### src/rtl/xlat_pkg.sv
package xlat_pkg;

   typedef enum logic [2:0] {
      FLT_NONE     = 3'd0,
      FLT_ALIGN    = 3'd1,
      FLT_PAGE     = 3'd2,
      FLT_ACV      = 3'd3,
      FLT_MISS     = 3'd4,
      FLT_MISS_PTE = 3'd5,
      FLT_MCHK     = 3'd6,
      FLT_UNIMP    = 3'd7
   } flt_e;

   localparam int ST_W     = 6;
   localparam int ST_WR    = 0;
   localparam int ST_ACV   = 1;
   localparam int ST_BADVA = 2;
   localparam int ST_MISS  = 3;
   localparam int ST_FONR  = 4;
   localparam int ST_FONW  = 5;

   typedef enum logic [1:0] {
      SRC_NONE  = 2'd0,
      SRC_RAW   = 2'd1,
      SRC_SUPER = 2'd2,
      SRC_TLB   = 2'd3
   } pa_src_e;

endpackage

### src/rtl/xlat_mode_sel.sv
module xlat_mode_sel #(
   parameter int MODE_W = 2
) (
   input  logic              pal_mode,
   input  logic              alt_sel,
   input  logic [MODE_W-1:0] cur_mode,
   input  logic [MODE_W-1:0] alt_mode,
   output logic [MODE_W-1:0] eff_mode
);
   localparam logic [MODE_W-1:0] KERNEL = '0;

   always_comb begin
      if (pal_mode)
         eff_mode = alt_sel ? alt_mode : KERNEL;
      else
         eff_mode = cur_mode;
   end
endmodule

### src/rtl/xlat_addr_form.sv
module xlat_addr_form #(
   parameter int VA_W        = 64,
   parameter int PA_W        = 44,
   parameter int PPN_W       = 32,
   parameter int PAGE_SHIFT  = 13,
   parameter int SP_EXT_BIT  = 40,
   parameter bit SP_SIGN_EXT = 1'b1
) (
   input  logic [VA_W-1:0]  va,
   input  logic [PPN_W-1:0] ppn,
   output logic [VA_W-1:0]  raw_pa,
   output logic [VA_W-1:0]  sp_pa,
   output logic [VA_W-1:0]  tlb_pa
);
   localparam int EXT_W = PA_W - SP_EXT_BIT;

   assign raw_pa = va;

   always_comb begin
      tlb_pa = VA_W'(ppn) << PAGE_SHIFT;
      tlb_pa[PAGE_SHIFT-1:0] = va[PAGE_SHIFT-1:0];
   end

   generate
      if (SP_SIGN_EXT) begin : g_sp_ext
         always_comb begin
            sp_pa = '0;
            sp_pa[SP_EXT_BIT-1:0] = va[SP_EXT_BIT-1:0];
            sp_pa[PA_W-1:SP_EXT_BIT] = va[SP_EXT_BIT] ? {EXT_W{1'b1}} : {EXT_W{1'b0}};
         end
      end else begin : g_sp_plain
         always_comb begin
            sp_pa = '0;
            sp_pa[PA_W-1:0] = va[PA_W-1:0];
         end
      end
   endgenerate
endmodule

### src/rtl/xlat_fault_order.sv
module xlat_fault_order
   import xlat_pkg::*;
#(
   parameter int VA_W        = 64,
   parameter int MODE_W      = 2,
   parameter int SIZE_LG_W   = 2,
   parameter int VA_SIGN_BIT = 42,
   parameter int SP_HI       = 47,
   parameter int SP_LO       = 41,
   parameter int SP_TAG      = 'h7e
) (
   input  logic [VA_W-1:0]       va,
   input  logic [SIZE_LG_W-1:0]  size_lg,
   input  logic                  is_wr,
   input  logic                  phys,
   input  logic                  pte,
   input  logic [MODE_W-1:0]     cur_mode,
   input  logic [MODE_W-1:0]     eff_mode,
   input  logic                  hit,
   input  logic [(1<<MODE_W)-1:0] rd_en,
   input  logic [(1<<MODE_W)-1:0] wr_en,
   input  logic                  fonr,
   input  logic                  fonw,
   output flt_e                  fault,
   output logic [ST_W-1:0]       status,
   output pa_src_e               src
);
   localparam int ALN_W  = (1 << SIZE_LG_W) - 1;
   localparam int SP_W   = SP_HI - SP_LO + 1;
   localparam int TOP_W  = VA_W - VA_SIGN_BIT;

   logic [ALN_W:0]    size_oh;
   logic [ALN_W-1:0]  aln_mask;
   logic              misal;
   logic [TOP_W-1:0]  va_top;
   logic              va_ok;
   logic              in_sp;
   logic              kern;
   logic              rd_ok;
   logic              wr_ok;

   assign size_oh  = (ALN_W+1)'(1) << size_lg;
   assign aln_mask = ALN_W'(size_oh - 1'b1);
   assign misal    = |(va[ALN_W-1:0] & aln_mask);
   assign va_top   = va[VA_W-1:VA_SIGN_BIT];
   assign va_ok    = (&va_top) | ~(|va_top);
   assign in_sp    = (va[SP_HI:SP_LO] == SP_W'(SP_TAG));
   assign kern     = (cur_mode == '0);
   assign rd_ok    = rd_en[eff_mode];
   assign wr_ok    = wr_en[eff_mode];

   always_comb begin
      fault  = FLT_NONE;
      status = '0;
      src    = SRC_NONE;
      if (misal) begin
         fault         = FLT_ALIGN;
         status[ST_WR] = is_wr;
      end else if (phys) begin
         src = SRC_RAW;
      end else if (!va_ok) begin
         fault            = FLT_PAGE;
         status[ST_WR]    = is_wr;
         status[ST_ACV]   = 1'b1;
         status[ST_BADVA] = 1'b1;
      end else if (in_sp) begin
         if (!kern) begin
            fault          = FLT_ACV;
            status[ST_WR]  = is_wr;
            status[ST_ACV] = 1'b1;
         end else begin
            src = SRC_SUPER;
         end
      end else if (!hit) begin
         fault           = pte ? FLT_MISS_PTE : FLT_MISS;
         status[ST_WR]   = is_wr;
         status[ST_MISS] = 1'b1;
      end else if (is_wr) begin
         status[ST_WR] = 1'b1;
         if (!wr_ok) begin
            fault           = FLT_PAGE;
            status[ST_ACV]  = 1'b1;
            status[ST_FONW] = fonw;
         end else if (fonw) begin
            fault           = FLT_PAGE;
            status[ST_FONW] = 1'b1;
         end else begin
            status[ST_WR] = 1'b0;
            src           = SRC_TLB;
         end
      end else begin
         if (!rd_ok) begin
            fault           = FLT_ACV;
            status[ST_ACV]  = 1'b1;
            status[ST_FONR] = fonr;
         end else if (fonr) begin
            fault           = FLT_PAGE;
            status[ST_FONR] = 1'b1;
         end else begin
            src = SRC_TLB;
         end
      end
   end
endmodule

### src/rtl/xlat_pa_check.sv
module xlat_pa_check
   import xlat_pkg::*;
#(
   parameter int VA_W   = 64,
   parameter int PA_W   = 44,
   parameter int UC_BIT = 43,
   parameter int CLR_HI = 42,
   parameter int CLR_LO = 35,
   parameter int REG_HI = 34,
   parameter int REG_LO = 32
) (
   input  flt_e             fault_in,
   input  logic [ST_W-1:0]  status_in,
   input  pa_src_e          src,
   input  logic [VA_W-1:0]  raw_pa,
   input  logic [VA_W-1:0]  sp_pa,
   input  logic [VA_W-1:0]  tlb_pa,
   output flt_e             fault,
   output logic [ST_W-1:0]  status,
   output logic [PA_W-1:0]  pa,
   output logic             uc
);
   localparam int CLR_W = CLR_HI - CLR_LO + 1;

   logic [VA_W-1:0] sel;
   logic            over;
   logic            reg_win;

   always_comb begin
      unique case (src)
         SRC_RAW:   sel = raw_pa;
         SRC_SUPER: sel = sp_pa;
         SRC_TLB:   sel = tlb_pa;
         default:   sel = '0;
      endcase
   end

   assign over    = |sel[VA_W-1:PA_W];
   assign reg_win = &sel[REG_HI:REG_LO];

   always_comb begin
      fault  = fault_in;
      status = status_in;
      pa     = '0;
      uc     = 1'b0;
      if (fault_in == FLT_NONE) begin
         if (over) begin
            fault  = FLT_MCHK;
            status = '0;
         end else if (sel[UC_BIT]) begin
            if (reg_win) begin
               fault  = FLT_UNIMP;
               status = '0;
            end else begin
               pa                = sel[PA_W-1:0];
               pa[CLR_HI:CLR_LO] = {CLR_W{1'b0}};
               uc                = 1'b1;
            end
         end else begin
            pa = sel[PA_W-1:0];
         end
      end
   end
endmodule

### src/rtl/xlat_dchk.sv
module xlat_dchk
   import xlat_pkg::*;
#(
   parameter int VA_W        = 64,
   parameter int PA_W        = 44,
   parameter int PPN_W       = 32,
   parameter int PAGE_SHIFT  = 13,
   parameter int MODE_W      = 2,
   parameter int SIZE_LG_W   = 2,
   parameter int VA_SIGN_BIT = 42,
   parameter int SP_HI       = 47,
   parameter int SP_LO       = 41,
   parameter int SP_TAG      = 'h7e,
   parameter int SP_EXT_BIT  = 40,
   parameter bit SP_SIGN_EXT = 1'b1,
   parameter int CLR_HI      = 42,
   parameter int CLR_LO      = 35,
   parameter int REG_HI      = 34,
   parameter int REG_LO      = 32
) (
   input  logic                    clk,
   input  logic                    rst_n,
   input  logic                    req_valid,
   input  logic [VA_W-1:0]         req_va,
   input  logic [SIZE_LG_W-1:0]    req_size_lg,
   input  logic                    req_write,
   input  logic                    req_phys,
   input  logic                    req_alt,
   input  logic                    req_pte,
   input  logic                    pal_mode,
   input  logic [MODE_W-1:0]       cur_mode,
   input  logic [MODE_W-1:0]       alt_mode,
   input  logic                    tlb_hit,
   input  logic [PPN_W-1:0]        tlb_ppn,
   input  logic [(1<<MODE_W)-1:0]  tlb_rd_en,
   input  logic [(1<<MODE_W)-1:0]  tlb_wr_en,
   input  logic                    tlb_for,
   input  logic                    tlb_fow,
   output logic                    rsp_valid,
   output logic [2:0]              rsp_fault,
   output logic [ST_W-1:0]         rsp_status,
   output logic [PA_W-1:0]         rsp_pa,
   output logic                    rsp_uncached
);
   localparam int UC_BIT = PA_W - 1;

   generate
      if (PA_W > VA_W) begin : g_bad_pa
         $error("physical width exceeds virtual width");
      end
      if (PPN_W + PAGE_SHIFT > VA_W) begin : g_bad_ppn
         $error("frame number and page offset exceed virtual width");
      end
      if (CLR_HI >= UC_BIT || CLR_LO > CLR_HI) begin : g_bad_clr
         $error("cleared field must sit below the uncacheable bit");
      end
      if (REG_HI >= CLR_LO || REG_LO > REG_HI) begin : g_bad_reg
         $error("register window field must sit below the cleared field");
      end
      if (SP_HI >= VA_W || SP_LO > SP_HI || SP_EXT_BIT >= PA_W) begin : g_bad_sp
         $error("direct window fields out of range");
      end
      if (VA_SIGN_BIT >= VA_W || (1 << SIZE_LG_W) - 1 > PAGE_SHIFT) begin : g_bad_va
         $error("virtual address fields out of range");
      end
   endgenerate

   logic [MODE_W-1:0] eff_mode;
   logic [VA_W-1:0]   raw_pa, sp_pa, tlb_pa;
   flt_e              fault_a, fault_b;
   logic [ST_W-1:0]   status_a, status_b;
   pa_src_e           src;
   logic [PA_W-1:0]   pa_b;
   logic              uc_b;

   xlat_mode_sel #(.MODE_W(MODE_W)) u_mode (
      .pal_mode (pal_mode),
      .alt_sel  (req_alt),
      .cur_mode (cur_mode),
      .alt_mode (alt_mode),
      .eff_mode (eff_mode)
   );

   xlat_addr_form #(
      .VA_W(VA_W), .PA_W(PA_W), .PPN_W(PPN_W), .PAGE_SHIFT(PAGE_SHIFT),
      .SP_EXT_BIT(SP_EXT_BIT), .SP_SIGN_EXT(SP_SIGN_EXT)
   ) u_form (
      .va     (req_va),
      .ppn    (tlb_ppn),
      .raw_pa (raw_pa),
      .sp_pa  (sp_pa),
      .tlb_pa (tlb_pa)
   );

   xlat_fault_order #(
      .VA_W(VA_W), .MODE_W(MODE_W), .SIZE_LG_W(SIZE_LG_W),
      .VA_SIGN_BIT(VA_SIGN_BIT), .SP_HI(SP_HI), .SP_LO(SP_LO), .SP_TAG(SP_TAG)
   ) u_order (
      .va       (req_va),
      .size_lg  (req_size_lg),
      .is_wr    (req_write),
      .phys     (req_phys),
      .pte      (req_pte),
      .cur_mode (cur_mode),
      .eff_mode (eff_mode),
      .hit      (tlb_hit),
      .rd_en    (tlb_rd_en),
      .wr_en    (tlb_wr_en),
      .fonr     (tlb_for),
      .fonw     (tlb_fow),
      .fault    (fault_a),
      .status   (status_a),
      .src      (src)
   );

   xlat_pa_check #(
      .VA_W(VA_W), .PA_W(PA_W), .UC_BIT(UC_BIT), .CLR_HI(CLR_HI),
      .CLR_LO(CLR_LO), .REG_HI(REG_HI), .REG_LO(REG_LO)
   ) u_pachk (
      .fault_in  (fault_a),
      .status_in (status_a),
      .src       (src),
      .raw_pa    (raw_pa),
      .sp_pa     (sp_pa),
      .tlb_pa    (tlb_pa),
      .fault     (fault_b),
      .status    (status_b),
      .pa        (pa_b),
      .uc        (uc_b)
   );

   always_ff @(posedge clk or negedge rst_n) begin
      if (!rst_n) begin
         rsp_valid    <= 1'b0;
         rsp_fault    <= '0;
         rsp_status   <= '0;
         rsp_pa       <= '0;
         rsp_uncached <= 1'b0;
      end else if (req_valid) begin
         rsp_valid    <= 1'b1;
         rsp_fault    <= fault_b;
         rsp_status   <= status_b;
         rsp_pa       <= pa_b;
         rsp_uncached <= uc_b;
      end else begin
         rsp_valid    <= 1'b0;
         rsp_fault    <= '0;
         rsp_status   <= '0;
         rsp_pa       <= '0;
         rsp_uncached <= 1'b0;
      end
   end
endmodule

### config.mk
export PLATFORM = sky130hd
export DESIGN_NAME = xlat_dchk
export DESIGN_NICKNAME = d
export VERILOG_FILES = /design/src/rtl/xlat_pkg.sv /design/src/rtl/xlat_mode_sel.sv /design/src/rtl/xlat_addr_form.sv /design/src/rtl/xlat_fault_order.sv /design/src/rtl/xlat_pa_check.sv /design/src/rtl/xlat_dchk.sv
export SDC_FILE = /design/constraint.sdc
export NUM_CORES = 1
export LEC_CHECK = 0
export BUFFER_PORTS_ARGS = -buffer_cell sky130_fd_sc_hd__buf_2
export CORE_MARGIN = 4
export CORE_UTILIZATION = 48
export CTS_CLUSTER_SIZE = 12
export DETAILED_ROUTE_END_ITERATION = 6
export PLACE_DENSITY = 0.95
export SYNTH_ARGS = -nofsm -noshare
export SYNTH_HDL_FRONTEND = slang
export SYNTH_SLANG_ARGS = --single-unit
### constraint.sdc
create_clock -name clk -period 1.3 [get_ports clk]
set_input_delay 0.39 -clock clk [delete_from_list [all_inputs] [get_ports clk]]
set_output_delay 0.39 -clock clk [all_outputs]
set_load 0.01 [all_outputs]
==> Yosys cells after proc, flatten, opt, wreduce, memory -nomap -nowiden <==
Index checks and enable logic that the tools add are counted.
{ "totals": {"in_bits": 121, "out_inout_bits": 55, "reg_bits": 55, "wordCells": 98} }
{ "op_classes": {"n_reduce_logical": 7, "bitwise": 3, "order_cmp": 1, "mux": 76, "addsub": 1, "shifts": 1, "n_eq_ne": 4} }
{ "op_table": {"columns": ["cell", "n"], "rows": [
  ["$mux 44", 5],
  ["$pmux 64 s3", 1],
  ["$mux 3", 15],
  ["$mux 2", 20],
  ["$mux 6", 6],
  ["$mux 1", 25],
  ["$reduce_and 22->1", 1],
  ["$reduce_or 22->1", 1],
  ["$reduce_or 20->1", 1],
  ["$eq 7x7->1 const B", 1],
  ["$mux 5", 1],
  ["$bmux 1 s2", 2],
  ["$eq 2x2->1 const B", 2],
  ["$mux 4", 1],
  ["$and 3x3->3", 1],
  ["$logic_not 3->1", 1],
  ["$lt 2x3->1 const B", 1],
  ["$reduce_and 3->1", 1],
  ["$reduce_or 3->1", 1],
  ["$shl 1x2->3 const A", 1],
  ["$sub 3x1->3 const B", 1],
  ["$eq 2x1->1 const B", 1],
  ["$logic_not 2->1", 1],
  ["$not 1->1", 1],
  ["$or 1x1->1", 1]
]} }

==> Depth between registers and ports, before layout <==
Gate-level depths: netlist of run 1.
{ "logic_depth": {"word_depth": 19, "depth_mapped": 10, "mapped_depth_nobuf": 8} }

==> Modules after synthesis <==
A second synthesis of run 1 with hierarchy kept.
{ "hier_totals": {"cells_unflattened": 597, "area_unflattened_um2": 5574.1} }
{ "modules_own_cells": {"columns": ["module", "seq_area_each_um2", "cells_each", "area_per_inst_um2", "instances"], "rows": [
  ["xlat_pa_check", 0.0, 220, 1843.0, 1],
  ["xlat_dchk", 1376.3, 114, 1806.7, 1],
  ["xlat_addr_form", 0.0, 193, 1445.1, 1],
  ["xlat_fault_order", 0.0, 64, 451.7, 1],
  ["xlat_mode_sel", 0.0, 6, 27.5, 1]
]} }

==> Least setup slack after synthesis of run 1 <==
OpenSTA, ideal clock, no wires.
{ "synth_path": {"path_kind": "input port to flip-flop", "from": "input port req_va[44]", "to": "register rsp_pa[17]", "stages": 10, "required_time_ps": 1220, "setup_ps": 80, "arrival_ps": 2420, "n_path_buf": 2, "setup_slack_ps": -1201, "cell_sequence": "nor4_2 > nor3b_2 > a22oi_2 > nor4b_4 > o21a_4 > mux2_4 > a21o_1 > buf_6 > buf_6 > nor3_2"} }
{ "synth_via": {"elab_chain_cells": 14, "elab_cells_between_ends": 25, "cone_classes": "4 x eq/ne; 14 x mux; 2 x bitwise; 5 x reduce/logical"} }
{ "synth_rtl": {"columns": ["item", "line", "source"], "rows": [
  ["start, declared", "xlat_dchk.sv:24", "input logic [VA_W-1:0] req_va,"],
  ["$reduce_or 22->1", "xlat_fault_order.sv:46", "assign va_ok = (&va_top) | ~(|va_top);"],
  ["$not 1->1", "xlat_fault_order.sv:46", null],
  ["$or 1x1->1", "xlat_fault_order.sv:46", null],
  ["$mux 2", "xlat_fault_order.sv:61", "end else if (!va_ok) begin"],
  ["$mux 2", "xlat_fault_order.sv:59", "end else if (phys) begin"],
  ["$mux 2", "xlat_fault_order.sv:56", "if (misal) begin"],
  ["$eq 2x2->1 / $eq 2x1->1 (equally long branches)", "xlat_pa_check.sv:30", "unique case (src)"],
  ["$pmux 64 s3", "xlat_pa_check.sv:30", null],
  ["$reduce_and 3->1", "xlat_pa_check.sv:39", "assign reg_win = &sel[REG_HI:REG_LO];"],
  ["$mux 44", "xlat_pa_check.sv:51", "if (reg_win) begin"],
  ["$mux 44", "xlat_pa_check.sv:50", "end else if (sel[UC_BIT]) begin"],
  ["$mux 44", "xlat_pa_check.sv:47", "if (over) begin"],
  ["$mux 44 *", "xlat_pa_check.sv:46", "if (fault_in == FLT_NONE) begin"],
  ["$mux 44 *", "xlat_dchk.sv:139", "end else if (req_valid) begin"],
  ["end signal, assigned", "xlat_dchk.sv:143", "rsp_pa <= pa_b;"],
  ["end, declared", "xlat_dchk.sv:42", "output logic [PA_W-1:0] rsp_pa,"]
]} }
Every way passes the cells marked *; elsewhere a longest branch is shown, timed or not.

==> Worst setup path in the final report of run 1 <==
{ "layout_path": {"from": "input port req_va[54]", "to": "register rsp_fault[0]"} }
{ "layout_via": {"elab_chain_cells": 14, "elab_cells_between_ends": 22, "cone_classes": "3 x eq/ne; 12 x mux; 2 x bitwise; 5 x reduce/logical"} }
{ "layout_rtl": {"columns": ["item", "line", "source"], "rows": [
  ["$reduce_or 22->1", "xlat_fault_order.sv:46", null],
  ["$not 1->1", "xlat_fault_order.sv:46", null],
  ["$or 1x1->1", "xlat_fault_order.sv:46", null],
  ["$mux 2", "xlat_fault_order.sv:61", null],
  ["$mux 2", "xlat_fault_order.sv:59", null],
  ["$mux 2", "xlat_fault_order.sv:56", null],
  ["$eq 2x2->1 / $eq 2x1->1 (equally long branches)", "xlat_pa_check.sv:30", null],
  ["$pmux 64 s3", "xlat_pa_check.sv:30", null],
  ["$reduce_and 3->1", "xlat_pa_check.sv:39", null],
  ["$mux 3", "xlat_pa_check.sv:51", null],
  ["$mux 3", "xlat_pa_check.sv:50", null],
  ["$mux 3", "xlat_pa_check.sv:47", null],
  ["$mux 3 *", "xlat_pa_check.sv:46", null],
  ["$mux 3 *", "xlat_dchk.sv:139", null],
  ["end signal, assigned", "xlat_dchk.sv:141", "rsp_fault <= fault_b;"],
  ["end, declared", "xlat_dchk.sv:40", "output logic [2:0] rsp_fault,"]
]} }
Marked as above.

==> implementation parameters, run 1 <==
Parameter                              Value

Placement
  IO Port Bufs ... 175
  DP HPWL ... 8.67 mm
  Weighted congestion at the end of routability-driven global placement ... 0.873

Die
  Floorplan die area ... 7790 um^2
  Initial cell density of the core ... 0.507
  Number of placement rows ... 28
  Core ar. ... 6100 um^2
  Die outline height ... 88.2 um
  Die width ... 88.2 um
  I/O pin total ... 176

Timing
  Hold violation total from the final report ... 0
  Peak Freq ... 391 MHz
  Max-slew headroom ... 0.753
  Transition time at the pin with the least slew margin ... 367 ps
  Unrepaired setup endpoints after global routing ... true
  Final count of pins violating max slew ... 0
  Setup Total Neg Slack ... -55960 ps
  Final setup violating endpoints ... 56
  Worst Hold Margin ... 40.1 ps
  Least setup slack across all paths after layout ... -1260 ps
  Time the final worst path needs with I/O delays and setup ... 2560 ps
  Final clock period utilization by the worst path ... 1.97

CTS
  Clock slew at reported path FFs ... 110 ps
  Cell chosen for the clock root ... clkbuf_8
  H-Tree Level Count ... 2
  Number of sinks handled by clock tree synthesis ... 54
  CTS tree ... built
  Largest buffer count on any clock path ... 2
  Inserted Clock Buffers ... 5

Global route
  All-layer global routing usage ... 0.328
  Global routing met1 resource utilization ... 0.319
  Wire length of the first global-routing pass ... 19.3 mm
  Number of antenna violations at the first check in global routing ... 3
  Highest-utilization routing layer at the global route stage ... met2
  Global-route met2 utilization ... 0.621
  Overflow left after global routing ... 0
  Maximum number of pins on one net before global-route repair ... 55
  Met3 track demand over resource ... 0.0829
  Via count of the first global-routing pass ... 3815

Route
  Routed wire length ... 16.3 mm
  Routed vias ... 3881
  Iteration-0 DRC Markers ... 415
  Count of antenna-violating nets left after detailed routing ... 0
  1st-pass router iterations ... 5
  DRC violations left ... 0
  Avg WL per Cell ... 27.0 um
  Via density per instance ... 6.45

Worst setup path
  Start point of the critical path ... req_va[54]
  WP data arrival ... 2810 ps
  CP Class ... in -> reg
  Critical path destination ... rsp_fault[0]
  WP data required ... 1550 ps
  Kind of end point of the critical path ... flip-flop
  Critical path fanouts, max ... 8
  Startpoint class of the critical path ... primary input

Yosys
  Post-Synth XOR/XNOR Area ... 0
  Fraction of synthesis flops using an asynchronous set or reset pin ... 1.00
  Synthesized net count ... 397
  Synth Area in Compound Gates ... 0.129
  Cell taking the most area after synthesis ... dfrtp_1
  Simple-gate share of the synthesized area ... 0.293
  Synthesis-stage register bit count ... 54
  Gate count of the mapped netlist ... 276
  Multiplexer area fraction after synthesis ... 0.0761
  Yosys synthesis warning count ... 0
  Synth unique cells ... 56
  Top FF cell, synth ... dfrtp_1
  Area share of the largest cell type after synthesis ... 0.437
  Part of the Yosys area used for sequential elements ... 0.437
  Combinational family with the most area after synthesis ... simple AND/OR/NAND/NOR gates
  Average instance area after synthesis ... 11.2 um^2
  Mapped cell area ... 3090 um^2
  Cell types occupying the most area after synthesis ... dfrtp_1, nor3_2, mux2i_1
  Count of flip-flops with a built-in enable after synthesis ... 0
  Adder-cell share of the synthesized area ... 0

Final layout
  Nets@finish ... 644
  Ratio of cells with drive above 1 in the final layout ... 0.685
  Share of the core filled with cells ... 0.884
  Layout Area Growth over Synthesis ... 74.3%

Power
  Leakage power ... 2.66 nW
  Power density over the cells ... 732 nW/um^2
  VDD IR-drop max ... 0.750 mV

Job
  Reported max-cap violation count ... 0

Status
  Result of the run ... finished with violations
  Violated checks ... setup timing

Min path
  Class of the worst hold path ... in -> async
==> worst min-delay path by stage <==
stage | from | end | slack, ps | cells after the start
2_1_floorplan | rst_n | rsp_fault[0] | 90 | 0
3_3_place_gp | rst_n | rsp_pa[25] | 400 | 2
3_5_place_dp | rst_n | rsp_pa[25] | 410 | 2
4_1_cts | rst_n | rsp_pa[28] | 70 | 2
5_1_grt | rst_n | rsp_pa[26] | 60 | 2
6_report | rst_n | rsp_pa[26] | 40 | 2
==> power breakdown <==
| group | switching (W) | internal (W) |
|---|---|---|
| combinational | 0.000532 | 0.000469 |
| clock | 0.000624 | 0.000579 |
| sequential | 0.0000210 | 0.00172 |
| total | 0.00118 | 0.00277 |
==> routing by layer <==
layer / share of wire / vias up
met3: 0.13 / 144
met2: 0.47 / 408
met5: 0.0020 / -
li1: - / 1528
met1: 0.31 / 1797
met4: 0.093 / 4
==> cells in the mapped netlist (2+ instances only) <==
cell type and instances:
buf_6 6, nor2b_1 3, nor3_2 40, a32oi_1 3
nand2b_1 2, o211a_1 2, nor4_1 5, and4_1 2
nor3_1 5, or4_4 2, nor2_1 11, a22oi_1 7
mux2i_1 22, and2_1 5, a21o_1 2, nand3_1 6
nand4_1 6, and4b_1 2, o211ai_1 2, and3_1 6
buf_4 2, o21ai_0 7, nand2_1 14, dfrtp_1 54
inv_1 16, o21ai_1 5, a21oi_1 4, nor4_2 4
or2_2 2, buf_8 3
==> state kept, by name, indices dropped and copies added (netlist names) <==
signal,cells
rsp_pa,44
rsp_status,6
rsp_fault,3
rsp_valid,1
==> cell usage in the layout (no fill, tap or decap), types with 4 or more instances in the layout <==
cell type,count
nand4_1,6
mux2i_1,10
nand2_1,10
nand3_1,4
buf_6,16
mux2i_2,6
nor3_2,21
and3_1,4
a22oi_1,6
mux2i_4,6
nor3_4,23
buf_2,164
clkbuf_8,5
nor2_1,11
nor4_4,4
o21ai_1,5
dfrtp_1,54
buf_4,58
buf_12,8
inv_1,16
o21ai_0,5
==> area by class of cell <==
type                       instances  area (um^2)
clock inverter                     1         30.0
sequential                        54         1350
clock buffer                       7         76.3
antenna                            3         7.51
timing repair buffer             252         1750
multi-input combinational        194         2010
fill                             242          709
inverter                          16         60.1
tap                               75         93.8
==> timing repair <==
item                                   4_1_cts  5_1_grt
pin swaps                                    3       21
gates resized for setup                     44       48
setup endpoints to repair                   53       53
cloned                                       4        3
buffers inserted                             6        5
endpoints found under the hold margin        0        0
hold buffers                                 0        0
==> per-stage QoR <==
stage / instances / total power (W) / worst slack [ps] / area [um^2]
global route: 600 / 0.00404 / -1350 / 5380
finish: 602 / 0.00394 / -1260 / 5390
detailed placement: 574 / 0.00252 / -1480 / 4530
CTS: 592 / 0.00368 / -974 / 5020
global placement: 574 / 0.00248 / -1230 / 4530
floorplan: 276 / 0.00206 / -1060 / 3180
==> logic make-up after synthesis <==
kind of cell,count (synthesis)
flip-flops,54
AO/OA/AOI/OAI,50
multiplexers,23
buffers and inverters,29
AND/OR/NAND/NOR,120
==> worst max-delay path, cell delays in order <==
cell and delay [ps]:
buf_6 100, nor4_2 340, and4_1 290, a22oi_2 90
buf_4 170, nor3_2 210, o21ai_0 230, a32oi_1 290
and2_4 330, buf_4 160, o211a_1 220
(Power assumes the default switching activity.)
==> inputs of run 2 (changes only) <==
Settings changed: CORE_UTILIZATION 48 to 45, PLACE_DENSITY 0.95 to 0.93.
==> implementation parameters, run 2 (same netlist as run 1, synthesis figures left out) <==
Parameter                              Value

Placement
  Weighted congestion at the end of routability-driven global placement ... 0.958
  Number of cells in the design after placement ... 573
  IO Port Bufs ... 175
  Minimum setup slack after placement ... -1390 ps
  DP HPWL ... 7.93 mm

Timing
  Hold violation total from the final report ... 0
  Final setup violating endpoints ... 53
  Peak Freq ... 402 MHz
  Max-slew headroom ... 0.720
  Worst Hold Margin ... 65.1 ps
  Time the final worst path needs with I/O delays and setup ... 2490 ps
  Setup Total Neg Slack ... -55630 ps
  Final clock period utilization by the worst path ... 1.92
  Transition time at the pin with the least slew margin ... 420 ps
  Least setup slack across all paths after layout ... -1190 ps
  Final count of pins violating max slew ... 0
  Unrepaired setup endpoints after global routing ... true

CTS
  CTS hold repair buffers ... 0
  Inserted Clock Buffers ... 5
  Number of sinks handled by clock tree synthesis ... 54
  H-Tree Level Count ... 2
  Clock slew at reported path FFs ... 100 ps
  Cell chosen for the clock root ... clkbuf_8
  Largest buffer count on any clock path ... 2
  CTS tree ... built

Final layout
  Antenna diode count ... 0
  Ratio of cells with drive above 1 in the final layout ... 0.673
  Leading cell type in the layout, fill and taps excluded ... buf_2
  Share of the core filled with cells ... 0.822
  Top reg by flops ... rsp_pa
  Leading registers by flop count ... rsp_pa x44, rsp_status x6, rsp_fault x3
  Flip-flop count of the largest register, all copies and words added ... 44
  Non-filler instance count after layout ... 609
  Nets@finish ... 652
  Layout Area Growth over Synthesis ... 72.8%
  Most frequent cells in the layout ... buf_2, buf_4, dfrtp_1, nor3_2, mux2i_1

Die
  Die outline height ... 90.9 um
  Number of placement rows ... 29
  I/O pin total ... 176
  Floorplan die area ... 8260 um^2
  Die width ... 90.9 um
  Core ar. ... 6490 um^2
  Initial cell density of the core ... 0.476

Route
  DRC violations left ... 0
  Avg WL per Cell ... 19.5 um
  Count of antenna-violating nets left after detailed routing ... 0
  1st-pass router iterations ... 5
  Iteration-0 DRC Markers ... 197
  Routed wire length ... 11.9 mm
  Via density per instance ... 5.59
  Routed vias ... 3405

Worst setup path
  Startpoint class of the critical path ... primary input
  CP Class ... in -> reg
  Kind of end point of the critical path ... flip-flop
  WP data required ... 1500 ps
  Critical path fanouts, max ... 5
  WP data arrival ... 2690 ps

Power
  Leakage power ... 2.72 nW
  Power density over the cells ... 702 nW/um^2
  VDD IR-drop max ... 0.441 mV

Global route
  Global routing met1 resource utilization ... 0.256
  Wire length of the first global-routing pass ... 16.7 mm
  Maximum number of pins on one net before global-route repair ... 55
  All-layer global routing usage ... 0.248
  Highest-utilization routing layer at the global route stage ... met2
  Via count of the first global-routing pass ... 3506
  Overflow left after global routing ... 0
  Number of antenna violations at the first check in global routing ... 0
  Global-route met2 utilization ... 0.480
  Met3 track demand over resource ... 0.0642

Min path
  Class of the worst hold path ... in -> async

Job
  Reported max-cap violation count ... 0

Status
  Result of the run ... finished with violations
  Violated checks ... setup timing
-- run 2: repair_timing --
item                       in CTS  in global routing
buffers inserted               12                  8
gates cloned                    2                  7
gates resized for setup        39                 31
setup endpoints to repair      52                 53
pin swaps                      13                 18
-- run 2: how the worst max path moves through the flow --
stage	start	to	cells after the start
after floorplan	req_va[44]	rsp_pa[35]	10
after global placement	req_va[59]	rsp_pa[13]	11
after detailed placement	req_va[44]	rsp_pa[37]	10
after CTS	req_va[44]	rsp_pa[31]	11
after global routing	req_va[54]	rsp_pa[8]	12
final	req_va[54]	rsp_pa[1]	12
-- run 2: critical path: stages --
cell and delay [ps]:
buf_6 90, nor4_1 310, and4_1 310, a22oi_2 100, buf_4 180, o21ai_2 230, nand4_1 170, a32oi_1 310
and2_4 250, buf_12 140, clkbuf_16 150, nor3_2 40
-- run 2: cell type report --
type,instances,area [um^2]
Tap cell,77,96.3
Inverter,16,60.1
Sequential cell,54,1350
Clock inverter,2,37.5
Fill cell,372,1150
Multi-Input combinational cell,194,1870
Clock buffer,6,72.6
Timing Repair Buffer,260,1860
-- run 2: per-layer routing --
layer,up-vias,part of all wire
li1,1535,-
met1,1635,0.34
met2,196,0.55
met3,39,0.080
met4,0,0.031
met5,-,0
-- run 2: per-stage QoR --
step,instance area [um^2],total power [W]
after global routing,5340,0.00390
final,5340,0.00375
after CTS,4990,0.00367
after detailed placement,4530,0.00252
after floorplan,3180,0.00206
after global placement,4530,0.00249
-- run 2: report_power, final --
group          internal, W  switching, W  total [W]
registers          0.00172     0.0000104    0.00173
clock network     0.000575      0.000531    0.00111
logic             0.000451      0.000464   0.000914
total              0.00274       0.00101    0.00375
